$ cat src/rtl/wpc_pkg.sv
package wpc_pkg;
  typedef enum logic [1:0] {
    KIND_FAST = 2'd0,
    KIND_SLOW = 2'd1,
    KIND_MISS = 2'd2
  } kind_e;

  typedef enum logic [1:0] {
    ST_IDLE,
    ST_PROBE,
    ST_SEARCH,
    ST_FILL
  } state_e;
endpackage

$ cat src/rtl/wpc_tag_store.sv
module wpc_tag_store #(
  parameter int SETS  = 8,
  parameter int WAYS  = 4,
  parameter int TAG_W = 13,
  localparam int IDX_W = $clog2(SETS),
  localparam int WAY_W = $clog2(WAYS)
) (
  input  logic             clk,
  input  logic             rst_n,
  input  logic [IDX_W-1:0] cur_set,
  input  logic [TAG_W-1:0] cur_tag,
  input  logic             wr_en,
  input  logic [WAY_W-1:0] wr_way,
  output logic [WAYS-1:0]  hit_vec
);
  logic [WAYS-1:0]  vld_q [SETS];
  logic [TAG_W-1:0] tag_q [SETS][WAYS];

  always_ff @(posedge clk) begin
    if (!rst_n) begin
      for (int s = 0; s < SETS; s++) vld_q[s] <= '0;
    end else if (wr_en) begin
      vld_q[cur_set][wr_way] <= 1'b1;
    end
  end

  always_ff @(posedge clk) begin
    if (wr_en) tag_q[cur_set][wr_way] <= cur_tag;
  end

  for (genvar w = 0; w < WAYS; w++) begin : g_cmp
    assign hit_vec[w] = vld_q[cur_set][w] && (tag_q[cur_set][w] == cur_tag);
  end

  // a block lives in at most one way of its set
  p_single_copy_r2: assert property (@(posedge clk) disable iff (!rst_n)
    $onehot0(hit_vec));
endmodule

$ cat src/rtl/wpc_data_store.sv
module wpc_data_store #(
  parameter int SETS   = 8,
  parameter int WAYS   = 4,
  parameter int DATA_W = 32,
  localparam int IDX_W = $clog2(SETS),
  localparam int WAY_W = $clog2(WAYS)
) (
  input  logic              clk,
  input  logic [IDX_W-1:0]  cur_set,
  input  logic [WAY_W-1:0]  rd_way,
  output logic [DATA_W-1:0] rd_data,
  input  logic              wr_en,
  input  logic [WAY_W-1:0]  wr_way,
  input  logic [DATA_W-1:0] wr_data
);
  logic [DATA_W-1:0] mem_q [SETS][WAYS];

  always_ff @(posedge clk) begin
    if (wr_en) mem_q[cur_set][wr_way] <= wr_data;
  end

  assign rd_data = mem_q[cur_set][rd_way];
endmodule

$ cat src/rtl/wpc_way_ctrl.sv
module wpc_way_ctrl #(
  parameter int SETS = 8,
  parameter int WAYS = 4,
  localparam int IDX_W = $clog2(SETS),
  localparam int WAY_W = $clog2(WAYS)
) (
  input  logic             clk,
  input  logic             rst_n,
  input  logic [IDX_W-1:0] cur_set,
  input  logic             upd_en,
  input  logic [WAY_W-1:0] upd_way,
  input  logic             adv_en,
  output logic [WAY_W-1:0] pred_way,
  output logic [WAY_W-1:0] victim_way
);
  logic [WAY_W-1:0] pred_q [SETS];
  logic [WAY_W-1:0] rr_q   [SETS];

  function automatic logic [WAY_W-1:0] next_victim(input logic [WAY_W-1:0] w);
    return (int'(w) == WAYS - 1) ? '0 : w + 1'b1;
  endfunction

  always_ff @(posedge clk) begin
    if (!rst_n) begin
      for (int s = 0; s < SETS; s++) begin
        pred_q[s] <= '0;
        rr_q[s]   <= '0;
      end
    end else begin
      if (upd_en) pred_q[cur_set] <= upd_way;
      if (adv_en) rr_q[cur_set]   <= next_victim(rr_q[cur_set]);
    end
  end

  assign pred_way   = pred_q[cur_set];
  assign victim_way = rr_q[cur_set];

  // pointer steps by one way per refill (set held stable after a fill)
  p_rr_step_r6: assert property (@(posedge clk) disable iff (!rst_n)
    adv_en |=> victim_way == next_victim($past(victim_way)));
  // the prediction names the way written last
  p_pred_upd_r4: assert property (@(posedge clk) disable iff (!rst_n)
    upd_en |=> pred_way == $past(upd_way));
endmodule

$ cat src/rtl/wp_cache.sv
module wp_cache
  import wpc_pkg::*;
#(
  parameter int ADDR_W = 16,
  parameter int DATA_W = 32,
  parameter int SETS   = 8,
  parameter int WAYS   = 4
) (
  input  logic              clk,
  input  logic              rst_n,
  input  logic              req_valid,
  output logic              req_ready,
  input  logic [ADDR_W-1:0] req_addr,
  output logic              resp_valid,
  output logic [DATA_W-1:0] resp_data,
  output logic [1:0]        resp_kind,
  output logic              refill_req,
  output logic [ADDR_W-1:0] refill_addr,
  input  logic              refill_valid,
  input  logic [DATA_W-1:0] refill_data
);
  localparam int IDX_W = $clog2(SETS);
  localparam int TAG_W = ADDR_W - IDX_W;
  localparam int WAY_W = $clog2(WAYS);

  function automatic logic [IDX_W-1:0] set_of(input logic [ADDR_W-1:0] a);
    return a[IDX_W-1:0];
  endfunction

  function automatic logic [TAG_W-1:0] tag_of(input logic [ADDR_W-1:0] a);
    return a[ADDR_W-1:IDX_W];
  endfunction

  function automatic logic [WAY_W-1:0] first_way(input logic [WAYS-1:0] v);
    logic [WAY_W-1:0] r;
    r = '0;
    for (int i = WAYS - 1; i >= 0; i--) if (v[i]) r = WAY_W'(i);
    return r;
  endfunction

  state_e            state_q;
  logic [ADDR_W-1:0] addr_q;
  logic [IDX_W-1:0]  cur_set;
  logic [WAYS-1:0]   hit_vec;
  logic [WAY_W-1:0]  pred_way, victim_way, found_way, rd_way;
  logic [DATA_W-1:0] rd_data;

  // named internal events
  logic accept, probe_fast, probe_miss, search_hit, search_miss, fill_done;

  assign cur_set     = set_of(addr_q);
  assign found_way   = first_way(hit_vec);
  assign accept      = req_valid && req_ready;
  assign probe_fast  = (state_q == ST_PROBE) && hit_vec[pred_way];
  assign probe_miss  = (state_q == ST_PROBE) && !hit_vec[pred_way];
  assign search_hit  = (state_q == ST_SEARCH) && (|hit_vec);
  assign search_miss = (state_q == ST_SEARCH) && !(|hit_vec);
  assign fill_done   = (state_q == ST_FILL) && refill_valid;
  assign rd_way      = (state_q == ST_SEARCH) ? found_way : pred_way;

  always_ff @(posedge clk) begin
    if (!rst_n) begin
      state_q <= ST_IDLE;
      addr_q  <= '0;
    end else begin
      if (accept) begin
        addr_q  <= req_addr;
        state_q <= ST_PROBE;
      end
      if (probe_fast || search_hit || fill_done) state_q <= ST_IDLE;
      if (probe_miss)  state_q <= ST_SEARCH;
      if (search_miss) state_q <= ST_FILL;
    end
  end

  wpc_tag_store #(.SETS(SETS), .WAYS(WAYS), .TAG_W(TAG_W)) u_tags (
    .clk(clk), .rst_n(rst_n), .cur_set(cur_set), .cur_tag(tag_of(addr_q)),
    .wr_en(fill_done), .wr_way(victim_way), .hit_vec(hit_vec));

  wpc_data_store #(.SETS(SETS), .WAYS(WAYS), .DATA_W(DATA_W)) u_data (
    .clk(clk), .cur_set(cur_set), .rd_way(rd_way), .rd_data(rd_data),
    .wr_en(fill_done), .wr_way(victim_way), .wr_data(refill_data));

  wpc_way_ctrl #(.SETS(SETS), .WAYS(WAYS)) u_ways (
    .clk(clk), .rst_n(rst_n), .cur_set(cur_set),
    .upd_en(search_hit || fill_done),
    .upd_way(fill_done ? victim_way : found_way),
    .adv_en(fill_done), .pred_way(pred_way), .victim_way(victim_way));

  assign req_ready   = (state_q == ST_IDLE);
  assign resp_valid  = probe_fast || search_hit || fill_done;
  assign resp_data   = fill_done ? refill_data : rd_data;
  assign resp_kind   = fill_done ? KIND_MISS : (search_hit ? KIND_SLOW : KIND_FAST);
  assign refill_req  = (state_q == ST_FILL);
  assign refill_addr = addr_q;

  // a fast answer follows acceptance by one cycle
  p_fast_lat_r3: assert property (@(posedge clk) disable iff (!rst_n)
    (resp_valid && resp_kind == KIND_FAST) |-> $past(req_valid && req_ready));
  // a slow answer follows acceptance by two cycles
  p_slow_lat_r4: assert property (@(posedge clk) disable iff (!rst_n)
    (resp_valid && resp_kind == KIND_SLOW) |-> $past(req_valid && req_ready, 2));
  // refill request and address held until data comes
  p_fill_hold_r5: assert property (@(posedge clk) disable iff (!rst_n)
    (refill_req && !refill_valid) |=> (refill_req && $stable(refill_addr)));
  // a miss answer only while refilling
  p_miss_src_r5: assert property (@(posedge clk) disable iff (!rst_n)
    (resp_valid && resp_kind == KIND_MISS) |-> (refill_req && refill_valid));
  // no new request is taken in a response cycle
  p_busy_r7: assert property (@(posedge clk) disable iff (!rst_n)
    resp_valid |-> !req_ready);
  // responses are single-cycle pulses
  p_pulse_r8: assert property (@(posedge clk) disable iff (!rst_n)
    resp_valid |=> !resp_valid);
endmodule

$ cat config.mk
export PLATFORM = sky130hd
export DESIGN_NAME = wp_cache
export DESIGN_NICKNAME = d
export VERILOG_FILES = /design/src/rtl/wpc_pkg.sv /design/src/rtl/wpc_tag_store.sv /design/src/rtl/wpc_data_store.sv /design/src/rtl/wpc_way_ctrl.sv /design/src/rtl/wp_cache.sv
export SDC_FILE = /design/constraint.sdc
export NUM_CORES = 1
export LEC_CHECK = 0
export BUFFER_PORTS_ARGS = -buffer_cell sky130_fd_sc_hd__buf_2
export CAP_MARGIN = 30
export CORE_MARGIN = 2
export CORE_UTILIZATION = 55
export CTS_CLUSTER_DIAMETER = 30
export DETAILED_ROUTE_END_ITERATION = 6
export PLACE_DENSITY = 0.74
export SLEW_MARGIN = 20
export SYNTH_ARGS = -nofsm -noshare
export SYNTH_HDL_FRONTEND = slang
export SYNTH_HIERARCHICAL = 1
export SYNTH_SLANG_ARGS = --single-unit
$ cat constraint.sdc
create_clock -name clk -period 4.4 [get_ports clk]
set_input_delay 0.22 -clock clk [delete_from_list [all_inputs] [get_ports clk]]
set_output_delay 0.22 -clock clk [all_outputs]
set_load 0.02 [all_outputs]
==> flow_summary.yaml <==
global_route:
  grt_overflow: 0
  antenna_found_initial: 3
  grt_pass1_wl_um: 255100
  grt_pass1_vias: 38320
  grt_max_degree: 113
  grt_usage_pct: 31.40
detailed_routing:
  routed_wl_um: 179800
  route.detailed.drc: 2
  antenna_left: 0
  firstDrtPassIters: 7
  wl_per_cell_um: 31.96
  vias_per_cell: 6.742
  drtIter0Drc: 5186
  via_count: 37940
flow_run:
  max-cap-violations: 0
synthesis:
  synth_top_area_cell: "edfxtp_1"
  avgSynthCellArea_sq_um: 17.64
  synth.distinct_cells: 83
  yosys_register_bits: 1522
  synth_top_area_share_pct: 73.45
  synth_edf_count: 1472
  synth-main-ff-cell: "edfxtp_1"
  yosysWarnings: 6
  syn_nets: 3464
  syn_inst: 3411
  netlist_top_cells_area: "edfxtp_1 (73%), mux2_2 (3.6%), mux2i_1 (3.2%)"
  ys_async_sr_fraction_pct: 0
  synth-seq-area-share_pct: 75.12
  syn_area_sq_mm: 0.06018
setup_path:
  critPathCapture: "resp_data[24]"
  r2r_slack_ns: 0.30
  startpoint: "refill_addr[2]"
  critPathRequiredTime_ns: 4.18
  r2r-end: "u_data/mem_q[1][95]"
  criticalPathCategory: "reg -> out"
  path_max_fanout: 11
  rr_startpoint: "refill_addr[0]"
  cp_data_arrival_time_ns: 5.11
  rr_worst_depth: 10
  end_kind: "output port"
  start_kind: "flop"
sta:
  slew_headroom_pct: 31.95
  fmax_ghz: 0.1877
  fin_skew_ns: 0.05303
  fin_crit_ns: 5.327
  setup_viol: 33
  fin_ws_ns: -0.9268
  grt_setup_unrepaired: "yes"
  finalHoldViolCount: 0
  worstMarginPinSlew_ns: 1.021
  hold_ws_ns: 0.04069
  finalCritPeriodShare_pct: 121.1
  drv_slew: 0
clock_network:
  cts_root_buf: "clkbuf_16"
  clk_pin_slew_ns: 0.05
  clock_sinks: 1522
  htreeDepth: 4
  numCtsBuffers: 235
  cts_buffer_depth: 3
  clock_latency_ns: 0.83
  tritoncts: "yes"
floorplan:
  fp.dieW_um: 334.8
  ioPinCount: 105
  row_count: 121
  start_util_pct: 55.36
  dieArea_sq_mm: 0.1121
  core-area_sq_mm: 0.1087
  die_height_um: 334.8
layout:
  syn_to_final_growth_pct: 26.38
  drive_above_1_share_pct: 34.05
  final_cell_mix: "edfxtp_1 (1472), buf_4 (325), clkbuf_16 (238)"
  final_cell_area_sq_mm: 0.07605
  nNetsFinal: 4056
  layout_commonest_cell: "edfxtp_1"
worst_hold_path:
  hp-class: "in -> reg"
pwr:
  combPwrFrac_pct: 12.4
  p_per_area_mw_per_mm2: 527.6
  vdd_drop_max_v: 0.0006072
  p_int_mw: 30.09
  swShare_pct: 25.00
  leakagePower_nw: 25.17
  p_clk_share_pct: 47.5
  switchingPower_mw: 10.03
  seq_power_share_pct: 40.0
placement:
  gp_congestion: 0.8659
  dpl_cell_area_sq_mm: 0.06530
  pre_cts_ws_ns: -0.4787
  hpwlAfterDp_um: 98690
  port_buffers: 104
outcome:
  outcome: "finished, violations left"
  failed_checks: "design-rule violations, negative setup slack"
[final cells by class]
cell class,instances,area (sq um)
antenna,1,2.502
multi-input combinational,1642,15020
inverter,8,40.04
timing repair buffer,594,5729
sequential,1522,45210
clock inverter,186,2258
clock buffer,260,6017
fill,6377,32650
tap,1414,1769
[worst min path at each step]
stage | start | endpoint | slack (ns) | cells past startpoint
6_report | req_valid | refill_addr[7] | 0.04 | 4
5_1_grt | req_valid | refill_addr[13] | 0.05 | 4
4_1_cts | req_valid | refill_addr[13] | 0.005 | 4
3_5_place_dp | u_tags/vld_q[6][2] | u_tags/vld_q[6][2] | 0.45 | 1
3_3_place_gp | u_tags/vld_q[7][2] | u_tags/vld_q[7][2] | 0.44 | 1
2_1_floorplan | refill_data[0] | u_data/mem_q[0][0] | 0.32 | 0
[power groups by stage]
stage          Combinational [mW]  Clock, mW  Sequential (mW)
2_1_floorplan                2.23          0             16.4
3_3_place_gp                 4.04          0             16.3
3_5_place_dp                 4.09          0             16.3
4_1_cts                      4.55       19.1             16.1
5_1_grt                      5.14       19.8             16.1
6_report                     4.99       19.1             16.1
[logic make-up after synthesis]
kind of cell | after synthesis | synth area share (%)
AO/OA/AOI/OAI | 747 | 9.263
XOR/XNOR | 51 | 0.7423
adder cells (fa/ha/maj) | 1 | 0.02079
buffers and inverters | 247 | 2.337
flip-flops | 1522 | 75.12
multiplexers | 460 | 9.510
AND/OR/NAND/NOR | 383 | 3.011
[synth_stat cells (all sizes together) (6+ instances only)]
master	count
a21oi	96
dfxtp	50
o32ai	10
a2111oi	10
a22oi	67
nor3	42
a211oi	29
a21boi	16
o22ai	45
clkbuf	66
nand3	14
buf	173
nor2b	18
or2	6
mux2	199
nand2	120
nor2	120
o31ai	11
o21ai	95
a31oi	16
mux2i	193
xor2	31
a22o	12
xnor2	20
a32o	8
mux4	68
o221ai	24
a221o	48
nand2b	15
inv	6
edfxtp	1472
nand4	11
o21a	34
nand3b	11
o211ai	8
a221oi	187
[worst max-delay path: stages, from the launching register on]
cell      delay (ns)
dfxtp_4         0.38
buf_12          0.16
buf_6           0.14
buf_4           0.15
mux2i_1         0.18
a221oi_2        0.41
xor2_1          0.16
or4_4           0.45
nor4_4          0.32
buf_4           0.18
o21bai_4        0.13
o21ai_4         0.07
buf_12          0.17
buf_16          0.15
a21oi_2         0.09
o21ai_1         0.08
o311ai_1        0.40
o311ai_2        0.18
mux2_4          0.35
buf_6           0.14
[flip-flops by register name, indices dropped and copies added, names as in the netlist]
register and count:
u_ways/rr_q 16, state_q 2, refill_addr 16, u_tags/tag_q 416
u_tags/vld_q 32, u_ways/pred_q 16, u_data/mem_q 1024
[routing by layer]
metal  vias up  track usage [%]  share of wire, %
met5         -                0                 0
met4         0            18.50               6.4
met2      3003            51.17                48
li1      15290                -                 -
met1     18970            38.39                34
met3       672            7.541                12
[what timing repair did]
action,in CTS,in global routing
gates cloned,2,1
hold buffers,54,0
gates resized for setup,195,137
pin swaps,34,37
setup endpoints to repair,34,33
hold endpoints to repair,1042,0
setup buffers,22,43
[stage by stage]
step                utilization [%]  power, mW  cells  setup TNS (ns)
floorplan                         -      18.64   3411          -22.11
global placement              60.05      20.39   5064          -9.532
detailed placement            60.07      20.44   5065          -9.002
CTS                           69.08      39.76   5586          -24.67
global route                  69.96      41.01   5627          -30.01
finish                        69.96      40.12   5627          -27.15
Power figures use the tool's default switching activity.
